--- src/rtl/hwr_pkg.sv ---
`timescale 1ns/1ps
// Shared types for the hot-way write restriction selector.
package hwr_pkg;
    // Selection controller phase.
    typedef enum logic {
        SEL_IDLE = 1'b0,
        SEL_RUN  = 1'b1
    } sel_state_e;
endpackage

--- src/rtl/hwr_interval_timer.sv ---
`timescale 1ns/1ps
// Interval timer: counts cycles and raises a one-cycle strobe on the last
// cycle of every interval. Assumes cfg_interval is held steady by software;
// a value of 0 behaves as 1.
module hwr_interval_timer #(
    parameter int IVL_W = 16
) (
    input  logic             clk,
    input  logic             rst_n,
    input  logic [IVL_W-1:0] cfg_interval,
    output logic             interval_pulse
);
    logic [IVL_W-1:0] tick_q;
    logic [IVL_W:0]   tick_nxt;

    // Next count and end-of-interval detection.
    always_comb begin
        tick_nxt       = {1'b0, tick_q} + (IVL_W+1)'(1);
        interval_pulse = (tick_nxt >= {1'b0, cfg_interval});
    end

    // Cycle counter, wraps to zero on the strobe.
    always_ff @(posedge clk) begin
        if (!rst_n)              tick_q <= '0;
        else if (interval_pulse) tick_q <= '0;
        else                     tick_q <= tick_nxt[IVL_W-1:0];
    end

    // the strobe lasts a single cycle when the interval is longer than one.
    a_r2_single_pulse: assert property (@(posedge clk) disable iff (!rst_n)
        (interval_pulse && cfg_interval > 1) |=> (!interval_pulse || cfg_interval <= 1));
endmodule

--- src/rtl/hwr_way_counters.sv ---
`timescale 1ns/1ps
// Per-way saturating write counters. Assumes at most one write per cycle.
// A clear and a write to the same way in one cycle leave the counter at 1.
module hwr_way_counters #(
    parameter int NUM_WAYS = 16,
    parameter int CNT_W    = 8,
    parameter int WAY_W    = $clog2(NUM_WAYS)
) (
    input  logic                               clk,
    input  logic                               rst_n,
    input  logic                               wr_valid,
    input  logic [WAY_W-1:0]                   wr_way,
    input  logic [NUM_WAYS-1:0]                clr_vec,
    output logic [NUM_WAYS-1:0][CNT_W-1:0]     cnt
);
    localparam logic [CNT_W-1:0] CNT_MAX = {CNT_W{1'b1}};

    for (genvar j = 0; j < NUM_WAYS; j++) begin : g_way
        logic inc;
        logic [CNT_W-1:0] cnt_q;

        // Decode whether this way is written this cycle.
        always_comb inc = wr_valid && (wr_way == WAY_W'(j));

        // Counter update: clear has priority, increment saturates.
        always_ff @(posedge clk) begin
            if (!rst_n)                          cnt_q <= '0;
            else if (clr_vec[j])                 cnt_q <= {{(CNT_W-1){1'b0}}, inc};
            else if (inc && cnt_q != CNT_MAX)    cnt_q <= cnt_q + CNT_W'(1);
        end

        assign cnt[j] = cnt_q;

        // a full counter stays full under further writes.
        a_r8_hold_at_max: assert property (@(posedge clk) disable iff (!rst_n)
            (cnt_q == CNT_MAX && inc && !clr_vec[j]) |=> (cnt_q == CNT_MAX));
    end
endmodule

--- src/rtl/hwr_max_finder.sv ---
`timescale 1ns/1ps
// Combinational arg-max over all way counters, skipping excluded ways.
// Ties resolve to the lowest index. Assumes at least one way is not excluded
// whenever the result is used.
module hwr_max_finder #(
    parameter int NUM_WAYS = 16,
    parameter int CNT_W    = 8,
    parameter int WAY_W    = $clog2(NUM_WAYS)
) (
    input  logic [NUM_WAYS-1:0][CNT_W-1:0] cnt,
    input  logic [NUM_WAYS-1:0]            excl,
    output logic [WAY_W-1:0]               best_idx
);
    logic [CNT_W-1:0] best_val;
    logic             found;

    // Linear scan; strict greater-than keeps the lower index on ties.
    always_comb begin
        best_idx = '0;
        best_val = '0;
        found    = 1'b0;
        for (int j = 0; j < NUM_WAYS; j++) begin
            if (!excl[j] && (!found || cnt[j] > best_val)) begin
                best_idx = WAY_W'(j);
                best_val = cnt[j];
                found    = 1'b1;
            end
        end
    end
endmodule

--- src/rtl/hwr_select_ctrl.sv ---
`timescale 1ns/1ps
// Selection sequencer: on an interval strobe it runs n passes, one per cycle,
// taking the finder's result each pass, clearing that way's counter and
// finally publishing the new mask in one step. A strobe while busy is ignored.
module hwr_select_ctrl
    import hwr_pkg::*;
#(
    parameter int NUM_WAYS = 16,
    parameter int WAY_W    = $clog2(NUM_WAYS),
    parameter int SEL_W    = $clog2(NUM_WAYS+1)
) (
    input  logic                clk,
    input  logic                rst_n,
    input  logic                start,
    input  logic [SEL_W-1:0]    cfg_num,
    input  logic [WAY_W-1:0]    best_idx,
    output logic [NUM_WAYS-1:0] picked,
    output logic [NUM_WAYS-1:0] clr_vec,
    output logic [NUM_WAYS-1:0] mask,
    output logic                busy
);
    localparam logic [SEL_W-1:0] N_MAX = SEL_W'(NUM_WAYS);

    sel_state_e          state_q;
    logic [SEL_W-1:0]    pass_q;
    logic [SEL_W-1:0]    target_q;
    logic [SEL_W-1:0]    n_eff;
    logic [NUM_WAYS-1:0] pick_oh;
    logic                last_pass;

    // Clamp request, decode current pick, detect final pass.
    always_comb begin
        n_eff     = (cfg_num > N_MAX) ? N_MAX : cfg_num;
        pick_oh   = NUM_WAYS'(1) << best_idx;
        busy      = (state_q == SEL_RUN);
        clr_vec   = busy ? pick_oh : '0;
        last_pass = (pass_q + SEL_W'(1) == target_q);
    end

    // Pass sequencing and mask publication.
    always_ff @(posedge clk) begin
        if (!rst_n) begin
            state_q  <= SEL_IDLE;
            pass_q   <= '0;
            target_q <= '0;
            picked   <= '0;
            mask     <= '0;
        end else if (state_q == SEL_IDLE) begin
            if (start) begin
                pass_q   <= '0;
                picked   <= '0;
                target_q <= n_eff;
                if (n_eff == '0) mask    <= '0;
                else             state_q <= SEL_RUN;
            end
        end else begin
            picked <= picked | pick_oh;
            pass_q <= pass_q + SEL_W'(1);
            if (last_pass) begin
                mask    <= picked | pick_oh;
                state_q <= SEL_IDLE;
            end
        end
    end

    // a pass never takes a way already taken in this selection.
    a_r4_fresh_pick: assert property (@(posedge clk) disable iff (!rst_n)
        busy |-> !picked[best_idx]);

    // the published mask holds exactly the requested number of ways.
    a_r7_mask_count: assert property (@(posedge clk) disable iff (!rst_n)
        $fell(busy) |-> ($countones(mask) == int'(target_q)));
endmodule

--- src/rtl/hot_way_restrict_sel.sv ---
`timescale 1ns/1ps
// Hot-way write restriction selector. Counts served writes per way and, at
// every interval end, restricts the most-written ways for the next interval.
// Assumes wr_way names the way that actually received the data.
module hot_way_restrict_sel #(
    parameter int NUM_WAYS = 16,
    parameter int CNT_W    = 8,
    parameter int IVL_W    = 16,
    parameter int WAY_W    = $clog2(NUM_WAYS),
    parameter int SEL_W    = $clog2(NUM_WAYS+1)
) (
    input  logic                clk,
    input  logic                rst_n,
    input  logic [IVL_W-1:0]    cfg_interval,
    input  logic [SEL_W-1:0]    cfg_num_restrict,
    input  logic                wr_valid,
    input  logic [WAY_W-1:0]    wr_way,
    output logic [NUM_WAYS-1:0] restrict_mask,
    output logic                interval_pulse,
    output logic                select_busy
);
    logic [NUM_WAYS-1:0][CNT_W-1:0] way_cnt;
    logic [NUM_WAYS-1:0]            clr_vec;
    logic [NUM_WAYS-1:0]            picked;
    logic [WAY_W-1:0]               best_idx;

    hwr_interval_timer #(.IVL_W(IVL_W)) i_timer (
        .clk            (clk),
        .rst_n          (rst_n),
        .cfg_interval   (cfg_interval),
        .interval_pulse (interval_pulse)
    );

    hwr_way_counters #(.NUM_WAYS(NUM_WAYS), .CNT_W(CNT_W), .WAY_W(WAY_W)) i_counters (
        .clk      (clk),
        .rst_n    (rst_n),
        .wr_valid (wr_valid),
        .wr_way   (wr_way),
        .clr_vec  (clr_vec),
        .cnt      (way_cnt)
    );

    hwr_max_finder #(.NUM_WAYS(NUM_WAYS), .CNT_W(CNT_W), .WAY_W(WAY_W)) i_finder (
        .cnt      (way_cnt),
        .excl     (picked),
        .best_idx (best_idx)
    );

    hwr_select_ctrl #(.NUM_WAYS(NUM_WAYS), .WAY_W(WAY_W), .SEL_W(SEL_W)) i_ctrl (
        .clk      (clk),
        .rst_n    (rst_n),
        .start    (interval_pulse),
        .cfg_num  (cfg_num_restrict),
        .best_idx (best_idx),
        .picked   (picked),
        .clr_vec  (clr_vec),
        .mask     (restrict_mask),
        .busy     (select_busy)
    );

    // outside a selection and its trigger cycle the mask does not move.
    a_r6_mask_frozen: assert property (@(posedge clk) disable iff (!rst_n)
        (!$past(select_busy) && !$past(interval_pulse)) |-> $stable(restrict_mask));
endmodule

--- config.mk ---
export PLATFORM = sky130hd
export DESIGN_NAME = hot_way_restrict_sel
export DESIGN_NICKNAME = d
export VERILOG_FILES = /design/src/rtl/hwr_pkg.sv /design/src/rtl/hwr_interval_timer.sv /design/src/rtl/hwr_way_counters.sv /design/src/rtl/hwr_max_finder.sv /design/src/rtl/hwr_select_ctrl.sv /design/src/rtl/hot_way_restrict_sel.sv
export SDC_FILE = /design/constraint.sdc
export NUM_CORES = 1
export LEC_CHECK = 0
export ABC_AREA = 1
export BUFFER_PORTS_ARGS = -buffer_cell sky130_fd_sc_hd__buf_2
export CAP_MARGIN = 5
export CORE_ASPECT_RATIO = 0.9
export CORE_MARGIN = 3
export CORE_UTILIZATION = 60
export DETAILED_ROUTE_END_ITERATION = 10
export PLACE_DENSITY = 0.77
export SYNTH_ARGS = -nofsm -noshare
export SYNTH_HDL_FRONTEND = slang
export SYNTH_SLANG_ARGS = --single-unit
--- constraint.sdc ---
create_clock -name clk -period 58.5 [get_ports clk]
set_input_delay 11.7 -clock clk [delete_from_list [all_inputs] [get_ports clk]]
set_output_delay 11.7 -clock clk [all_outputs]
set_load 0.005 [all_outputs]
## Word-level counts from Yosys, hierarchy flattened

Cells that the tools add are included.

| storage, ports and cells | value |
|---|---|
| logic and storage cells | 331 |
| input port bits | 28 |
| output and inout bits | 18 |
| register bits after elaboration | 187 |

| cells by class | value |
|---|---|
| muxes and demuxes | 91 |
| $add $sub $neg | 18 |
| reduce and logical (&&, ||, !) cells | 130 |
| bitwise gates (word level) | 3 |
| $lt $le $gt $ge | 17 |
| shift-type cells | 1 |
| equal/unequal tests | 33 |

Operators with widths:

| cell | count |
|---|---|
| $add 8x1->8 const B | 16 |
| $ne 8x8->1 const B | 16 |
| $gt 8x8->1 | 15 |
| $mux 8 | 15 |
| $mux 16 | 7 |
| $mux 1 | 52 |
| $logic_and 1x1->1 | 47 |
| $reduce_bool 2->1 | 18 |
| $reduce_or 2->1 | 17 |
| $eq 4x4->1 const B | 8 |
| $mux 4 | 8 |
| $logic_not 1->1 | 29 |
| $add 16x1->17 const B | 1 |
| $ge 17x16->1 | 1 |
| $eq 4x3->1 const B | 4 |
| $or 16x16->16 | 1 |
| $shl 1x4->16 const A | 1 |
| $logic_or 1x1->1 | 15 |
| $mux 5 | 3 |
| $mux 3 | 4 |
| $eq 4x2->1 const B | 2 |
| $add 5x1->5 const B | 1 |
| $eq 5x5->1 | 1 |
| $gt 5x5->1 const B | 1 |
| other kinds (8) | 10 |

## Longest topological paths before layout

Gate-level depths: netlist (run 1).

| logic depth | value |
|---|---|
| depth after elaboration | 65 |
| depth in mapped cells | 200 |
| depth with buffers taken out | 185 |

## Hierarchy

A second synthesis (run 1) with hierarchy kept.

| second synthesis, totals | value |
|---|---|
| cell total of the unflattened synthesis | 2495 |
| area, all modules | 15518.6 um^2 |

Modules (own cells, without submodules):

| module | times used | area each (um^2) | seq. area each (um^2) | cells an instance |
|---|---|---|---|---|
| hwr_way_counters | 1 | 7522.2 | 2562.5 | 1189 |
| hwr_max_finder | 1 | 4697.0 | 0.0 | 828 |
| hwr_select_ctrl | 1 | 2016.9 | 860.8 | 283 |
| hwr_interval_timer | 1 | 1282.5 | 320.3 | 195 |

## Worst setup path before layout (run 1)

No wires, ideal clock.

| timing | value |
|---|---|
| path kind | in2out |
| start point | input cfg_interval[2] |
| end point | output interval_pulse |
| stages on the path | 12 |
| required time | 46.800 ns |
| buffers on the path | 0 |
| path slack | 33.854 ns |
| arrival | 12.946 ns |
| cells stage by stage | inv_1 -> ha_1 -> nand2_1 -> o21ai_0 -> nand3_1 -> a21oi_1 -> a211oi_1 -> o21ai_0 -> a21oi_1 -> o21ai_0 -> nand2_1 -> nand2_1 |

| between the ends | value |
|---|---|
| word-level cells in the longest chain between the ends | 1 |

Ends and longest elaborated chain:

| what | RTL line | text |
|---|---|---|
| start, declared | hot_way_restrict_sel.sv:14 | `input logic [IVL_W-1:0] cfg_interval,` |
| $ge 17x16->1 | hwr_interval_timer.sv:19 | `interval_pulse = (tick_nxt >= {1'b0, cfg_interval});` |
| end, declared | hot_way_restrict_sel.sv:19 | `output logic interval_pulse,` |

Every way passes these cells.

## Final worst setup path (run 1)

Ends and elaborated chain as after synthesis.

==> impl_metrics.ini, run 1 <==
[routing]
met2RoutedLength_microns = 14600
top_layer_used = met4
drt-total-wl_microns = 32600
dr.pass1.iters = 6
ant_nets = 0
vias_per_cell = 5.57
route.detailed.drc = 0
num_vias = 12800
wl_met1_microns = 15500
wl_met3_microns = 1810
drt-wirelength-per-cell_microns = 14.2
first_iter_violations = 1042

[global_routing]
grt_pass1_wl_microns = 54800
grt_max_degree = 53
grt_pass1_vias = 11800
grt.total_usage = 0.272
overflow = 0
antenna_found_initial = 0

[final_layout]
fin_cells = 2302
nets = 2177
synthToLayoutAreaGrowth_pct = 7.98
final_common_cell = nand2_1
num_antenna_cells = 0
utilization = 0.673
mostFrequentLayoutCells = nand2_1, inv_1, nor2_1
drive_above_1_share = 0.0794

[worst_setup_path]
path_delay_family = compound AO/OA/AOI/OAI gates
cp_slowest_cell = ha_1
critPathMaxStageDelay_ns = 0.28
rr_worst_depth = 156
critPathMaxFanout = 4
r2r_end = i_counters.g_way[7].cnt_q[0]
arrival_ns = 13.55
critPathKind = input port to primary output
cp.buffers_inverters = 3
crit_chain = buf_2 -> inv_1 -> ha_1 -> nand2_1 -> o21ai_0 -> nand3_1 -> a21oi_1 -> a211oi_1 -> o21ai_0 -> a21oi_1 -> o21ai_0 -> nand2_1 -> nand2_1 -> buf_2
worst_r2r_startpoint = i_ctrl.picked[0]
r2r_slack_ns = 33.80
critPathCaptureType = primary output
cp_data_required_time_ns = 46.80
cp-start-kind = input port

[clocking]
cts_root_buf = clkbuf_16
postCtsResizedCells = 0
numClockSinks = 187
cts_tree = built
cts_buffer_depth = 2
ctsHoldBuffers = 0
clkSlewWorstSetupHoldPaths_ns = 0.07
worstSkewPairLatency_ns = 0.44
h-tree-depth = 4
numCtsBuffers = 17
post_cts_buffers = 0

[yosys]
synth_area_per_cell_sq_um = 6.74
synthFlopType = dfxtp_1
synth-edff-count = 0
seq_area_frac_synth = 0.282
ys_seq_elements = 187
syn_area_sq_mm = 0.0133
synth_async_sr_flop_share = 0
ys_types = 44
netlist_instances = 1968
synth.yosys.warnings = 0
syn-num-nets = 2142

[sta]
finalHoldViolCount = 0
maxSlewHeadroom = 0.509
finClkSkew_ns = 0.0114
rsz0062_at_grt = no
final.setup.tns_ns = 0
period_needed_ns = 25.25
slew_violations = 0
fin_crit_sh = 0.432
holdWs_ns = 0.483
worst_pin_slew_ns = 0.734
setup_violations = 0
max_freq_ghz = 0.0396

[floorplan]
fp.dieW_microns = 163
die_area_sq_mm = 0.0239
io_pins = 46
die_h_microns = 147
start_util = 0.623
core_sq_mm = 0.0213
row_count = 50

[place]
gp_congestion = 0.950
portBuffers = 45
dp_hpwl_microns = 25100
dpl.cell_count = 2270

[outcome]
status = completed

[min_path]
min_from = i_ctrl.picked[15]
hold_path_depth = 2
holdPathEnd = i_ctrl.picked[15]
holdCritPathClass = flop to flop

[flow_run]
maxCapViolCount = 0
==> worst max path at each step <==
stage,startpoint,depth (start not counted),slack (ns),to
after floorplan,cfg_interval[2],12,33.85,interval_pulse
after global placement,cfg_interval[2],14,33.32,interval_pulse
after detailed placement,cfg_interval[2],14,33.28,interval_pulse
after CTS,cfg_interval[2],14,33.27,interval_pulse
after global routing,i_ctrl.picked[0],157,31.29,i_counters.g_way[7].cnt_q[2]
final,cfg_interval[2],14,33.25,interval_pulse
==> metrics by stage <==
stage / worst slack (ns) / instance area [sq um]
after CTS: 33.27 / 14300
after floorplan: 33.85 / 13300
after global placement: 33.32 / 13700
after global routing: 31.29 / 14300
final: 33.25 / 14300
after detailed placement: 33.28 / 13700
==> cells in the mapped netlist (2+ instances only) <==
cell type / count / area share
nor3_1: 29 / 0.011
nand2_1: 477 / 0.14
nand3_1: 104 / 0.039
nand2_4: 6 / 0.0051
clkbuf_1: 24 / 0.0068
nor2_1: 194 / 0.055
o221ai_1: 3 / 0.0020
inv_2: 4 / 0.0011
nand3_2: 5 / 0.0038
a21oi_1: 151 / 0.057
inv_1: 219 / 0.062
xnor2_1: 7 / 0.0046
nand2_2: 26 / 0.012
or2_2: 28 / 0.013
nor3b_1: 16 / 0.0091
nand4_1: 52 / 0.025
o21ai_1: 13 / 0.0049
a211oi_1: 13 / 0.0074
xor2_1: 56 / 0.037
buf_2: 3 / 0.0011
nor2_2: 4 / 0.0019
o211ai_1: 2 / 0.0011
nor4_1: 11 / 0.0052
ha_1: 146 / 0.14
o21a_1: 5 / 0.0028
a21o_1: 2 / 0.0011
and2_1: 2 / 0.00094
dfxtp_1: 187 / 0.28
nand4_2: 2 / 0.0019
nor3b_2: 3 / 0.0028
and3_1: 5 / 0.0024
buf_1: 3 / 0.00085
o21ai_0: 148 / 0.056
o21bai_1: 8 / 0.0045
==> metal layers <==
layer	GRT usage	vias up
met3	0.0412	38
met5	0	-
met2	0.437	345
met4	0.0744	0
li1	-	6608
met1	0.380	5831
==> sequential cells by signal, indices dropped and copies added (netlist names) <==
name	cells
i_ctrl.pass_q	5
i_counters.g_way.cnt_q	128
i_ctrl.mask	16
i_ctrl.target_q	5
i_timer.tick_q	16
i_ctrl.busy	1
i_ctrl.picked	16
==> logic make-up after synthesis <==
logic type,Yosys count,synth area share
AO/OA/AOI/OAI,351,0.141
adder cells (fa/ha/maj),146,0.138
XOR/XNOR,63,0.0416
flip-flops,187,0.282
buffers and inverters,255,0.0728
AND/OR/NAND/NOR,966,0.325
==> cell type report <==
class,count,area [sq um]
clock inverters,13,131
clock buffers,19,453
repair buffers,47,240
multi-input cells,1526,8550
inverters,224,841
flip-flops and latches,187,3740
well taps,286,358
fillers,1925,6950
==> tightest hold or removal path, delay by kind of cell, from the launching register on <==
family,cells,cell delay [ns]
flops,1,0.32
simple gates,1,0.06
compound gates,1,0.05
Power of run 1 is not shown: default switching activity piles up to over one toggle a cycle in this logic, so the estimate is an artifact.
==> run 2, diff against run 1 <==
- CORE_UTILIZATION: 60 -> 57
- clock period: 58.5 -> 21.6 ns (I/O delays scaled with it)
==> run 2 against run 1 <==
  * Cell count up 3.0%
  * Die area grew 5.1%
  * Worst hold slack got worse by 0.0080 ns
  * Count of clock-buffer cells in the layout down 2
  * Utilization is 0.24 points higher
  * Critical path depth rose by 155
  * Clock skew is 0.0099 ns higher
  * Global-route usage is 0.53 points lower
  * Non-clock buffer count up 42
  * Largest cell class unchanged
==> impl_metrics.ini, run 2 (synthesized netlist as in run 1, its figures left out) <==
[routing]
ant_nets = 0
route.detailed.drc = 0
dr.pass1.iters = 5
drt-total-wl_microns = 35900
num_vias = 13500
vias_per_cell = 5.70
first_iter_violations = 1014
drt-wirelength-per-cell_microns = 15.1

[clocking]
cts_tree = built
worstSkewPairLatency_ns = 0.45
cts_root_buf = clkbuf_16
h-tree-depth = 4
clkSlewWorstSetupHoldPaths_ns = 0.08
numCtsBuffers = 17
numClockSinks = 187
cts_buffer_depth = 2
ctsHoldBuffers = 0

[sta]
finClkSkew_ns = 0.0213
slew_violations = 0
fin_crit_sh = 0.951
worst_pin_slew_ns = 0.767
max_freq_ghz = 0.0487
maxSlewHeadroom = 0.488
setup_violations = 0
final.setup.tns_ns = 0
finalHoldViolCount = 0
period_needed_ns = 20.55

[worst_setup_path]
crit_path_frequent_cell = nand2_1
cp-startpoint = i_counters.g_way[0].cnt_q[2]
cp_slowest_cell = dfxtp_2
rr_worst_depth = 169
critPathMaxStageDelay_ns = 0.36
r2r_end = i_ctrl.picked[7]
critPathCaptureType = flop
cp-start-kind = flop
cp_data_required_time_ns = 21.97
cp-endpoint = i_ctrl.picked[7]
arrival_ns = 20.91
critPathKind = flop to flop
worst_r2r_startpoint = i_counters.g_way[0].cnt_q[2]
r2r_slack_ns = 1.05
critPathMaxFanout = 11

[global_routing]
grt_pass1_wl_microns = 56200
antenna_found_initial = 0
grt_pass1_vias = 12000
grt_max_degree = 53
grt.total_usage = 0.266
overflow = 0

[final_layout]
ff_latch_area_sq_mm = 0.00375
fin_cells = 2370
largest_reg_flops = 128
num_antenna_cells = 0
final_common_cell = nand2_1
n_fill_cell = 1924
nets = 2234
multi_input_area_sq_mm = 0.00921
synthToLayoutAreaGrowth_pct = 15.7
regMostFlops = i_counters.g_way.cnt_q
mostFrequentLayoutCells = nand2_1, inv_1, nor2_1, dfxtp_1, a21oi_1
drive_above_1_share = 0.151

[floorplan]
io_pins = 46
row_count = 52
die_h_microns = 151
start_util = 0.584
core_sq_mm = 0.0227
fp.dieW_microns = 167
die_area_sq_mm = 0.0251

[min_path]
holdCritPathClass = flop to flop
hold_path_depth = 1
min_from = i_timer.tick_q[0]

[place]
portBuffers = 45
gp_congestion = 0.953
dp_hpwl_microns = 25600
dpl.cell_count = 2283

[outcome]
status = completed

[flow_run]
maxCapViolCount = 0
==> run 2: worst min-delay path by stage <==
| stage | endpoint |
|---|---|
| 2_1_floorplan | i_timer.tick_q[0] |
| 3_3_place_gp | i_timer.tick_q[0] |
| 3_5_place_dp | i_timer.tick_q[0] |
| 4_1_cts | i_timer.tick_q[0] |
| 5_1_grt | i_timer.tick_q[0] |
| 6_report | i_timer.tick_q[0] |
==> run 2: critical path: cells and delay by family, from the launching register on <==
| family | cells | cell delay, ns |
|---|---|---|
| buf+inv | 18 | 1.65 |
| simple gates | 98 | 8.89 |
| flops | 1 | 0.36 |
| compound gates | 38 | 5.00 |
| fa+ha+maj | 15 | 4.53 |
==> run 2: area by class of cell <==
type / instances / share of cell area
repair inverters: 2 / 0.000979
well taps: 297 / 0.0242
multi-input cells: 1539 / 0.600
repair buffers: 89 / 0.0362
clock buffers: 17 / 0.0277
inverters: 224 / 0.0553
flip-flops and latches: 187 / 0.244
clock inverters: 15 / 0.0109
==> run 2: through the flow <==
stage	instance area, sq um	setup WS, ns	hold WS [ns]	util
after floorplan	13300	0.317	0.429	-
after global routing	15300	-0.466	0.502	0.676
after detailed placement	13800	-0.850	0.461	0.606
after global placement	13800	-0.101	0.456	0.606
final	15300	1.05	0.475	0.676
after CTS	14400	0.0586	0.479	0.633
==> run 2: repair_timing <==
| item | 4_1_cts | 5_1_grt |
|---|---|---|
| setup buffers | 0 | 40 |
| pin swaps | 0 | 58 |
| hold endpoints to repair | 0 | 0 |
| gates cloned | 0 | 15 |
| setup endpoints to repair | 158 | 160 |
| gates resized for setup | 15 | 192 |
==> run 2: layer usage <==
layer / vias up / routed length, microns / track usage
li1: 6747 / - / -
met1: 6206 / 16100 / 0.364
met2: 480 / 16200 / 0.441
met3: 74 / 2600 / 0.0389
met4: 0 / 932 / 0.0804
met5: - / 0 / 0
Power of run 2 is left out for the same reason.
==> run 3, diff against run 2 <==
- CAP_MARGIN: 5 -> 10
- CORE_UTILIZATION: 57 -> 58
- PLACE_DENSITY: 0.77 -> 0.78
- SYNTH_HIERARCHICAL: default -> 1
==> run 3 against run 2 <==
  * Design area rose by 18%
  * Via count rose by 20%
  * Critical endpoint is now i_counters/g_way[6].cnt_q[3]
  * First-iteration DRC count rose by 20%
  * Register-to-register slack got worse by 0.11 ns
  * Global-route usage rose by 0.62 points
  * Routed wire length rose by 17%
  * Non-clock buffer count rose by 5
==> impl_metrics.ini, run 3 <==
[outcome]
status = completed

[worst_setup_path]
cp-start-kind = flop
critPathCaptureType = flop
cp_data_required_time_ns = 21.94
crit_path_frequent_cell = nand2_1
rr_worst_depth = 179
cp_slowest_cell = dfxtp_4
critPathMaxFanout = 10
critPathKind = flop to flop
arrival_ns = 21.00
critPathMaxStageDelay_ns = 0.38

[clocking]
cts_tree = built
worstSkewPairLatency_ns = 0.46
cts_root_buf = clkbuf_16
h-tree-depth = 4
ctsHoldBuffers = 0
cts_buffer_depth = 2
clkSlewWorstSetupHoldPaths_ns = 0.07
numCtsBuffers = 17
numClockSinks = 187

[floorplan]
start_util = 0.592
io_pins = 46
core_sq_mm = 0.0262
fp.dieW_microns = 178
die_h_microns = 161
row_count = 56
die_area_sq_mm = 0.0288

[global_routing]
use_met2 = 0.449
grt.total_usage = 0.273
gr-usage-met1 = 0.361
gr-max-usage-layer = met2
overflow = 0
antenna_found_initial = 0
grt_pass1_wl_microns = 65200
gr-usage-met3 = 0.0515
grt_pass1_vias = 14200
grt_max_degree = 33

[routing]
drt-wirelength-per-cell_microns = 14.3
dr.pass1.iters = 5
first_iter_violations = 1216
drt-total-wl_microns = 42100
vias_per_cell = 5.48
num_vias = 16200
ant_nets = 0
route.detailed.drc = 0

[final_layout]
final_area_sq_mm = 0.0180
largest_reg_flops = 128
nets = 2764
mostFrequentLayoutCells = nand2_1, inv_1, nor2_1
final_common_cell = nand2_1
regMostFlops = i_counters/g_way.cnt_q
drive_above_1_share = 0.169
num_antenna_cells = 0
synthToLayoutAreaGrowth_pct = 16.2

[sta]
maxSlewHeadroom = 0.304
fin_crit_sh = 0.956
slew_violations = 0
worst_pin_slew_ns = 1.04
period_needed_ns = 20.66
holdWs_ns = 0.478
finClkSkew_ns = 0.0216
max_freq_ghz = 0.0484
final.setup.tns_ns = 0
finalHoldViolCount = 0
setup_violations = 0

[yosys]
synth-compound-area-share = 0.108
synth_async_sr_flop_share = 0
ys_types = 46
synthMuxAreaShare = 0
synth-edff-count = 0
synthFlopType = dfxtp_1
synth_top_area_share = 0.241
ys_seq_elements = 187
syn_area_sq_mm = 0.0155
synthAdderAreaFrac = 0.118
synth.most_common_cell = nand2_1
syn-num-nets = 2669
yosysTopAreaCell = dfxtp_1
yosys-top-cells-count = nand2_1, inv_1, nor2_1
synth_top_family_by_area = simple AND/OR/NAND/NOR gates
netlist_top_cells_area = dfxtp_1, nand2_1, ha_1
synthSimpleGateAreaFrac = 0.406
netlist_instances = 2495
synth_area_per_cell_sq_um = 6.22
synth.yosys.warnings = 6
seq_area_frac_synth = 0.241
synthXorXnorAreaFrac = 0.0310

[place]
dp_hpwl_microns = 30400
portBuffers = 45
place_area_sq_mm = 0.0162
gp_congestion = 0.939

[min_path]
holdCritPathClass = flop to flop
hold_path_depth = 2

[flow_run]
maxCapViolCount = 0
==> run 3: path summary, 6_finish.rpt <==
| kind | from | end | slack (ns) |
|---|---|---|---|
| setup / recovery | i_ctrl/picked[0] | i_counters/g_way[6].cnt_q[3] | 0.94 |
| hold / removal | i_ctrl/mask[5] | i_ctrl/mask[5] | 0.48 |
| setup reg to reg | i_ctrl/picked[0] | i_counters/g_way[6].cnt_q[3] | 0.94 |
| hold reg to reg | i_ctrl/mask[5] | i_ctrl/mask[5] | 0.48 |
==> run 3: cells by family (layout without fill, tap and decap cells) <==
kind of cell    Yosys count  in the layout
simple gates           1412           1426
xor+xnor                 55             55
flops                   187            187
buf+inv                 382            476
compound gates          313            313
fa+ha+maj               146            146
==> run 3: timing repair <==
item,in CTS,in global routing
pin swaps,0,80
gates cloned,0,17
endpoints found under the setup margin,154,160
setup buffers,0,29
gates resized for setup,13,269
==> run 3: area by class of cell <==
type	instances	area [sq um]
Multi-Input combinational cell	1940	11200
Timing Repair Buffer	94	692
Inverter	349	1340
Sequential cell	187	3750
Tap cell	348	435
Clock buffer	19	453
Fill cell	2202	8170
Clock inverter	13	156
Timing Repair inverter	1	7.51
==> run 3: worst max-delay path: cells and delay by family, from the launching register on <==
| kind | cells | cell delay [ns] |
|---|---|---|
| buffers and inverters | 21 | 1.89 |
| AND/OR/NAND/NOR | 108 | 9.70 |
| AO/OA/AOI/OAI | 35 | 4.34 |
| adder cells (fa/ha/maj) | 15 | 4.18 |
| flip-flops | 1 | 0.38 |
==> run 3: per-layer routing <==
metal | wire [microns] | vias to the layer above
li1 | - | 8219
met1 | 19000 | 7388
met2 | 19400 | 482
met3 | 2590 | 68
met4 | 975 | 0
met5 | 0 | -
==> run 3: metrics by stage <==
step / std cells / util / setup slack, ns
after global placement: 2873 / 0.617 / 0.178
after CTS: 2905 / 0.640 / 0.0516
after detailed placement: 2873 / 0.617 / -0.321
after global routing: 2951 / 0.688 / -0.597
final: 2951 / 0.688 / 0.941
after floorplan: 2495 / - / 0.928
Power of run 3 is left out for the same reason.
